--- src/rtl/pdma_pkg.sv ---
package pdma_pkg;
  typedef enum logic [1:0] {
    ST_IDLE      = 2'd0,
    ST_DESC_ADDR = 2'd1,
    ST_DESC_LEN  = 2'd2,
    ST_STREAM    = 2'd3
  } walk_state_e;

  localparam int unsigned REG_TBL_BASE = 0;
  localparam int unsigned REG_TBL_LAST = 1;
  localparam int unsigned REG_LIST_POS = 2;
  localparam int unsigned REG_PER_POS  = 3;
  localparam int unsigned REG_CTRL     = 4;
  localparam int unsigned REG_STAT     = 5;
  localparam int unsigned REG_MASK     = 6;

  localparam int unsigned DESC_BYTES   = 8;
endpackage

--- src/rtl/pdma_regs.sv ---
module pdma_regs
  import pdma_pkg::*;
#(
  parameter int unsigned ADDR_W = 32,
  parameter int unsigned DATA_W = 32,
  parameter int unsigned OFS_W  = 16,
  parameter int unsigned LEN_W  = 16,
  parameter int unsigned REG_AW = 3
) (
  input  logic              clk_i,
  input  logic              rst_ni,
  input  logic              wr_i,
  input  logic [REG_AW-1:0] addr_i,
  input  logic [DATA_W-1:0] wdata_i,
  output logic [DATA_W-1:0] rdata_o,
  input  logic [OFS_W-1:0]  ofs_i,
  input  logic [LEN_W-1:0]  per_pos_i,
  input  logic              done_i,
  output logic [ADDR_W-1:0] tbl_base_o,
  output logic [OFS_W-1:0]  tbl_last_o,
  output logic              run_o,
  output logic              stat_o,
  output logic              mask_o
);
  localparam int unsigned HI_PAD = DATA_W - OFS_W;
  localparam int unsigned LO_PAD = DATA_W - LEN_W;

  logic wr_base, wr_last, wr_ctrl, wr_stat, wr_mask;

  assign wr_base = wr_i && (addr_i == REG_AW'(REG_TBL_BASE));
  assign wr_last = wr_i && (addr_i == REG_AW'(REG_TBL_LAST));
  assign wr_ctrl = wr_i && (addr_i == REG_AW'(REG_CTRL));
  assign wr_stat = wr_i && (addr_i == REG_AW'(REG_STAT));
  assign wr_mask = wr_i && (addr_i == REG_AW'(REG_MASK));

  always_ff @(posedge clk_i or negedge rst_ni) begin
    if (!rst_ni) begin
      tbl_base_o <= '0;
      tbl_last_o <= '0;
      run_o      <= 1'b0;
      stat_o     <= 1'b0;
      mask_o     <= 1'b0;
    end else begin
      if (wr_base) tbl_base_o <= ADDR_W'(wdata_i);
      if (wr_last) tbl_last_o <= wdata_i[DATA_W-1 -: OFS_W];
      if (wr_ctrl) run_o      <= wdata_i[0];
      if (wr_mask) mask_o     <= wdata_i[0];
      // completion beats a same-cycle clear
      stat_o <= done_i | (stat_o & ~(wr_stat & wdata_i[0]));
    end
  end

  always_comb begin
    rdata_o = '0;
    unique case (addr_i)
      REG_AW'(REG_TBL_BASE): rdata_o = DATA_W'(tbl_base_o);
      REG_AW'(REG_TBL_LAST): rdata_o = {tbl_last_o, {HI_PAD{1'b0}}};
      REG_AW'(REG_LIST_POS): rdata_o = {ofs_i, {HI_PAD{1'b0}}};
      REG_AW'(REG_PER_POS):  rdata_o = {{LO_PAD{1'b0}}, per_pos_i};
      REG_AW'(REG_CTRL):     rdata_o = DATA_W'(run_o);
      REG_AW'(REG_STAT):     rdata_o = DATA_W'(stat_o);
      REG_AW'(REG_MASK):     rdata_o = DATA_W'(mask_o);
      default:               rdata_o = '0;
    endcase
  end
endmodule

--- src/rtl/pdma_walker.sv ---
module pdma_walker
  import pdma_pkg::*;
#(
  parameter int unsigned ADDR_W = 32,
  parameter int unsigned DATA_W = 32,
  parameter int unsigned OFS_W  = 16,
  parameter int unsigned LEN_W  = 16
) (
  input  logic              clk_i,
  input  logic              rst_ni,
  input  logic              run_i,
  input  logic [OFS_W-1:0]  tbl_last_i,
  input  logic              mem_ack_i,
  input  logic [DATA_W-1:0] mem_rdata_i,
  output walk_state_e       state_o,
  output logic [OFS_W-1:0]  ofs_o,
  output logic [LEN_W-3:0]  wcnt_o,
  output logic [ADDR_W-1:0] buf_o,
  output logic              done_o
);
  localparam int unsigned WCNT_W = LEN_W - 2;

  walk_state_e       state_q;
  logic [OFS_W-1:0]  ofs_q, ofs_next;
  logic [WCNT_W-1:0] wcnt_q, wcnt_inc, lenw_q, len_words;
  logic [ADDR_W-1:0] buf_q;
  logic              last_word, empty_per;

  assign len_words = mem_rdata_i[DATA_W-1 -: WCNT_W];
  assign wcnt_inc  = wcnt_q + WCNT_W'(1);
  assign last_word = (wcnt_inc == lenw_q);
  assign empty_per = (len_words == '0);
  assign ofs_next  = (ofs_q >= tbl_last_i) ? '0 : ofs_q + OFS_W'(DESC_BYTES);

  assign done_o = mem_ack_i &&
                  (((state_q == ST_DESC_LEN) && empty_per) ||
                   ((state_q == ST_STREAM) && last_word));

  always_ff @(posedge clk_i or negedge rst_ni) begin
    if (!rst_ni) begin
      state_q <= ST_IDLE;
      ofs_q   <= '0;
      wcnt_q  <= '0;
      lenw_q  <= '0;
      buf_q   <= '0;
    end else begin
      unique case (state_q)
        ST_IDLE: if (run_i) begin
          state_q <= ST_DESC_ADDR;
          ofs_q   <= '0;
          wcnt_q  <= '0;
        end
        ST_DESC_ADDR: if (mem_ack_i) begin
          buf_q   <= ADDR_W'(mem_rdata_i) & ~ADDR_W'(3);
          state_q <= run_i ? ST_DESC_LEN : ST_IDLE;
        end
        ST_DESC_LEN: if (mem_ack_i) begin
          lenw_q <= len_words;
          wcnt_q <= '0;
          if (empty_per) ofs_q <= ofs_next;
          if (!run_i)         state_q <= ST_IDLE;
          else if (empty_per) state_q <= ST_DESC_ADDR;
          else                state_q <= ST_STREAM;
        end
        ST_STREAM: if (mem_ack_i) begin
          if (last_word) begin
            wcnt_q <= '0;
            ofs_q  <= ofs_next;
          end else begin
            wcnt_q <= wcnt_inc;
          end
          if (!run_i)         state_q <= ST_IDLE;
          else if (last_word) state_q <= ST_DESC_ADDR;
          else                state_q <= ST_STREAM;
        end
        default: state_q <= ST_IDLE;
      endcase
    end
  end

  assign state_o = state_q;
  assign ofs_o   = ofs_q;
  assign wcnt_o  = wcnt_q;
  assign buf_o   = buf_q;
endmodule

--- src/rtl/pdma_addr.sv ---
module pdma_addr
  import pdma_pkg::*;
#(
  parameter int unsigned ADDR_W = 32,
  parameter int unsigned OFS_W  = 16,
  parameter int unsigned LEN_W  = 16
) (
  input  walk_state_e       state_i,
  input  logic [ADDR_W-1:0] tbl_base_i,
  input  logic [OFS_W-1:0]  ofs_i,
  input  logic [ADDR_W-1:0] buf_i,
  input  logic [LEN_W-3:0]  wcnt_i,
  output logic              req_o,
  output logic              is_desc_o,
  output logic [ADDR_W-1:0] addr_o
);
  logic [ADDR_W-1:0] entry_addr;

  assign entry_addr = tbl_base_i + ADDR_W'(ofs_i);

  always_comb begin
    req_o     = (state_i != ST_IDLE);
    is_desc_o = (state_i == ST_DESC_ADDR) || (state_i == ST_DESC_LEN);
    unique case (state_i)
      ST_DESC_ADDR: addr_o = entry_addr;
      ST_DESC_LEN:  addr_o = entry_addr + ADDR_W'(4);
      ST_STREAM:    addr_o = buf_i + ADDR_W'({wcnt_i, 2'b00});
      default:      addr_o = '0;
    endcase
  end
endmodule

--- src/rtl/period_dma_seq.sv ---
module period_dma_seq
  import pdma_pkg::*;
#(
  parameter int unsigned ADDR_W = 32,
  parameter int unsigned DATA_W = 32,
  parameter int unsigned OFS_W  = 16,
  parameter int unsigned LEN_W  = 16,
  parameter int unsigned REG_AW = 3
) (
  input  logic              clk_i,
  input  logic              rst_ni,
  input  logic              reg_wr_i,
  input  logic [REG_AW-1:0] reg_addr_i,
  input  logic [DATA_W-1:0] reg_wdata_i,
  output logic [DATA_W-1:0] reg_rdata_o,
  output logic              mem_req_o,
  output logic [ADDR_W-1:0] mem_addr_o,
  output logic              mem_is_desc_o,
  input  logic              mem_ack_i,
  input  logic [DATA_W-1:0] mem_rdata_i,
  output logic              irq_o
);
  walk_state_e       walk_state;
  logic [OFS_W-1:0]  walk_ofs, tbl_last;
  logic [LEN_W-3:0]  walk_wcnt;
  logic [ADDR_W-1:0] walk_buf, tbl_base;
  logic              walk_done, run, stat, mask;

  pdma_regs #(
    .ADDR_W(ADDR_W), .DATA_W(DATA_W), .OFS_W(OFS_W), .LEN_W(LEN_W), .REG_AW(REG_AW)
  ) i_regs (
    .clk_i      (clk_i),
    .rst_ni     (rst_ni),
    .wr_i       (reg_wr_i),
    .addr_i     (reg_addr_i),
    .wdata_i    (reg_wdata_i),
    .rdata_o    (reg_rdata_o),
    .ofs_i      (walk_ofs),
    .per_pos_i  ({walk_wcnt, 2'b00}),
    .done_i     (walk_done),
    .tbl_base_o (tbl_base),
    .tbl_last_o (tbl_last),
    .run_o      (run),
    .stat_o     (stat),
    .mask_o     (mask)
  );

  pdma_walker #(
    .ADDR_W(ADDR_W), .DATA_W(DATA_W), .OFS_W(OFS_W), .LEN_W(LEN_W)
  ) i_walker (
    .clk_i       (clk_i),
    .rst_ni      (rst_ni),
    .run_i       (run),
    .tbl_last_i  (tbl_last),
    .mem_ack_i   (mem_ack_i),
    .mem_rdata_i (mem_rdata_i),
    .state_o     (walk_state),
    .ofs_o       (walk_ofs),
    .wcnt_o      (walk_wcnt),
    .buf_o       (walk_buf),
    .done_o      (walk_done)
  );

  pdma_addr #(
    .ADDR_W(ADDR_W), .OFS_W(OFS_W), .LEN_W(LEN_W)
  ) i_addr (
    .state_i    (walk_state),
    .tbl_base_i (tbl_base),
    .ofs_i      (walk_ofs),
    .buf_i      (walk_buf),
    .wcnt_i     (walk_wcnt),
    .req_o      (mem_req_o),
    .is_desc_o  (mem_is_desc_o),
    .addr_o     (mem_addr_o)
  );

  assign irq_o = stat & mask;
endmodule

--- config.mk ---
export PLATFORM = sky130hd
export DESIGN_NAME = period_dma_seq
export DESIGN_NICKNAME = d
export VERILOG_FILES = /design/src/rtl/pdma_pkg.sv /design/src/rtl/pdma_regs.sv /design/src/rtl/pdma_walker.sv /design/src/rtl/pdma_addr.sv /design/src/rtl/period_dma_seq.sv
export SDC_FILE = /design/constraint.sdc
export NUM_CORES = 1
export LEC_CHECK = 0
export ABC_AREA = 1
export BUFFER_PORTS_ARGS = -buffer_cell sky130_fd_sc_hd__clkbuf_2
export CAP_MARGIN = 20
export CORE_MARGIN = 5
export CORE_UTILIZATION = 55
export DETAILED_ROUTE_END_ITERATION = 16
export GPL_TIMING_DRIVEN = 0
export PLACE_DENSITY = 0.77
export SYNTH_ARGS = -nofsm -noshare
export SYNTH_HDL_FRONTEND = slang
export SYNTH_SLANG_ARGS = --single-unit
--- constraint.sdc ---
create_clock -name clk_i -period 5.3 [get_ports clk_i]
set_input_delay 1.06 -clock clk_i [delete_from_list [all_inputs] [get_ports clk_i]]
set_output_delay 1.06 -clock clk_i [all_outputs]
set_load 0.05 [all_outputs]
==> flow_metrics.tcl <==
set metrics [dict create \
    cts-root-buf "clkbuf_16" \
    cts_buffer_depth 2 \
    viasPerCell 5.74 \
    postLayoutCoreUtil 0.639 \
    postCtsSetupBuffers 0 \
    insertedDiodeCount 0 \
    cts_tree "done" \
    path_clk_slew_ns 0.06 \
    r2r_end "i_walker.wcnt_o[1]$_DFFE_PN0P_" \
    yosys.area.top_type_share 0.299 \
    fillers 1742 \
    place_area_um2 11400 \
    fmaxAchievable_ghz 0.213 \
    tightest_slew_ns 0.670 \
    synthTopCellsByArea "dfrtp_1 (30%), nand2_1 (17%), inv_1 (8.8%)" \
    final_max_slew_viol_count 0 \
    crit_cells 18 \
    crit_path_start "i_walker.ofs_o[5]$_DFFE_PN0P_" \
    cts_hold_buf 0 \
    synth_fp_nets 1716 \
    nNetsFinal 1871 \
    cpPeakStageDelay_ns 0.51 \
    dieWidth_um 147 \
    port_buffers 135 \
    end_kind "output port" \
    fin_area_um2 11900 \
    core_area_um2 18600 \
    cts.sink_count 124 \
    grt_remaining_overflow 0 \
    vias 11500 \
    cts_resized 0 \
    rsz0062_at_grt "false" \
    hp-start "i_regs.tbl_last_o[12]$_DFFE_PN0P_" \
    hold_viol 0 \
    multi_input_area_um2 6150 \
    rows 50 \
    antenna_found_initial 0 \
    endpoint "mem_addr_o[31]" \
    synth_top_area_cell "dfrtp_1" \
    hp-class "reg2reg" \
    syn_avg_cell_area_um2 6.49 \
    cp_data_arrival_time_ns 3.63 \
    syn_to_final_growth_pct 15.0 \
    fin_worst_skew_ns 0.00913 \
    r2r_slack_ns 2.09 \
    final-seq-area_um2 3100 \
    wirelength_um 34700 \
    yosysUniqueCellTypes 48 \
    drc 0 \
    yosys_warnings 0 \
    drt_iter0_drc 1108 \
    rr_startpoint "i_walker.state_o[0]$_DFFE_PN0P_" \
    place_congestion 0.970 \
    ir_drop_v 0.000325 \
    post-dp-hpwl_um 27700 \
    htreeDepth 4 \
    post-route-period-util 0.885 \
    path_delay_family "simple AND/OR/NAND/NOR gates" \
    startpoint_type "flop" \
    die_h_um 147 \
    initial_core_util 0.556 \
    pin_count 138 \
    drt-wirelength-per-cell_um 17.4 \
    period_needed_ns 4.69 \
    synth_edf_count 0 \
    layout-drive-gt1-share 0.139 \
    track_usage 0.323 \
    drtAntennaViolNets 0 \
    reg2reg_depth 12 \
    cp_max_fo 7 \
    yosysSeqAreaShare 0.299 \
    drv_cap 0 \
    grt_max_degree 85 \
    outcome "completed" \
    setup_viol 0 \
    grt_pass1_vias 11000 \
    p_leak_nw 6.24 \
    dieArea_um2 21700 \
    crit_required_ns 4.24 \
    netlist_area_um2 10400 \
    crit_top_cell "nand2_1" \
    crit_slowest_cell "dfrtp_1" \
    max-slew-margin-rel 0.553 \
    ys_ff_latch 124 \
    synthArstFlopShare 1.00 \
    drt-pass1-iter-count 5 \
    synth_flop_cell "dfrtp_1" \
    crit_chain "ha_1 -> nand2_1 -> inv_1 -> nand2_1 -> nand2_1 -> nand2_1 -> nand2_1 -> nand2_1 -> nand2_1 -> nand3_1 -> nor2_1 -> nand4_1 -> nor2_2 -> nand2_1 -> nand2_1 -> nand3_1 -> a21oi_1 -> clkbuf_2" \
    crit_type "reg2out" \
    clock_latency_ns 0.43 \
    cts_made_buffers 17 \
    tns_ns 0 \
    powerDensity_nw_per_um2 402 \
    grt_pass1_wl_um 55800 \
    synth_cells 1597 \
    path_buf_inv 2 \
]
[how the worst min path moves through the flow]
stage / cells after the start / end / slack [ns]
6_report: 2 / i_regs.tbl_last_o[12]$_DFFE_PN0P_ / 0.48
5_1_grt: 2 / i_regs.tbl_last_o[12]$_DFFE_PN0P_ / 0.52
4_1_cts: 2 / i_regs.tbl_last_o[12]$_DFFE_PN0P_ / 0.49
3_5_place_dp: 2 / i_regs.tbl_last_o[12]$_DFFE_PN0P_ / 0.47
3_3_place_gp: 2 / i_regs.tbl_base_o[0]$_DFFE_PN0P_ / 0.47
2_1_floorplan: 2 / i_regs.tbl_base_o[0]$_DFFE_PN0P_ / 0.45
[per-stage QoR]
| step | power (mW) | instances | setup WS (ns) | hold WS [ns] |
|---|---|---|---|---|
| floorplan | 3.00 | 1597 | 1.31 | 0.453 |
| global placement | 3.62 | 1966 | 1.14 | 0.469 |
| detailed placement | 3.66 | 1967 | 1.11 | 0.474 |
| CTS | 4.77 | 1999 | 0.643 | 0.489 |
| global route | 5.08 | 1999 | 0.153 | 0.515 |
| finish | 4.79 | 1999 | 0.610 | 0.479 |
[tightest hold or removal path: cells and delay by family, from the launching register on]
family          cells  cell delay (ns)
compound gates      1             0.05
flops               1             0.34
simple gates        1             0.05
[synth_stat cells, drive strengths merged, types with 2 or more instances]
| cell | n |
|---|---|
| or2 | 26 |
| inv | 247 |
| xor2 | 18 |
| dfrtp | 124 |
| nor2 | 110 |
| nor4 | 2 |
| nand4 | 42 |
| a41oi | 2 |
| a21oi | 59 |
| nand2 | 482 |
| and2 | 4 |
| a21o | 2 |
| buf | 8 |
| o22ai | 20 |
| mux2 | 28 |
| nand3 | 139 |
| clkbuf | 36 |
| o211ai | 6 |
| nor3 | 21 |
| ha | 47 |
| xnor2 | 2 |
| o21ai | 125 |
| o21bai | 4 |
| nand3b | 9 |
| o221ai | 15 |
| a31oi | 11 |
[cells in the final DEF (no fill, tap or decap), types with 3 or more instances in the layout]
cell,count
o221ai_1,15
clkinv_2,3
inv_1,243
a31oi_1,11
o21ai_0,123
nand4_1,42
nand3_2,3
clkbuf_2,134
nor3_1,18
o211ai_1,6
ha_1,47
nand3b_1,9
or2_2,25
clkinvlp_4,4
a21oi_1,59
inv_6,3
buf_1,3
o22ai_1,20
and2_1,4
xor2_1,18
clkbuf_1,37
nand3_1,135
nand2_1,479
mux2_2,28
buf_2,3
inv_2,4
dfrtp_1,124
clkbuf_16,17
nor2_1,103
clkbuf_8,3
nor2_2,6
o21bai_1,4
[where the power goes]
part / switching, mW / internal, mW / total (mW) / leakage, nW
sequential: 0.260 / 1.19 / 1.45 / 1.57
combinational: 1.59 / 0.651 / 2.25 / 4.41
clock: 0.472 / 0.624 / 1.10 / 0.259
[cells by family after synthesis]
group                      Yosys count  synth area share
AOI/OAI and AO/OA                  247             0.133
adders and majority gates           48            0.0587
muxes                               28            0.0304
DFF                                124             0.299
xor gates and xnor gates            21            0.0191
and+or+nand+nor                    837             0.352
buffers and inverters              292             0.107
[layer usage]
| layer | up-vias | share of wire | track usage |
|---|---|---|---|
| li1 | 5526 | - | - |
| met1 | 5346 | 0.43 | 0.447 |
| met2 | 527 | 0.45 | 0.511 |
| met3 | 70 | 0.093 | 0.0700 |
| met4 | 0 | 0.025 | 0.0960 |
| met5 | - | 0 | 0 |
[sequential cells by signal, summed over array words and instances (netlist names)]
name               flops
i_regs.run_o           1
i_walker.state_o       2
i_regs.mask_o          1
i_walker.lenw_q       14
i_regs.stat_o          1
i_walker.wcnt_o       14
i_walker.buf_o        30
i_walker.ofs_o        13
i_regs.tbl_base_o     32
i_regs.tbl_last_o     16
[layout make-up]
type,count,area share
clock buffer,20,0.0383
inverter,248,0.0781
clock inverter,12,0.00746
sequential,124,0.260
multi-input combinational,1181,0.516
timing repair buffer,136,0.0598
tap,234,0.0246
buffer,44,0.0151
No activity file was read; power rests on OpenSTA's default activity.
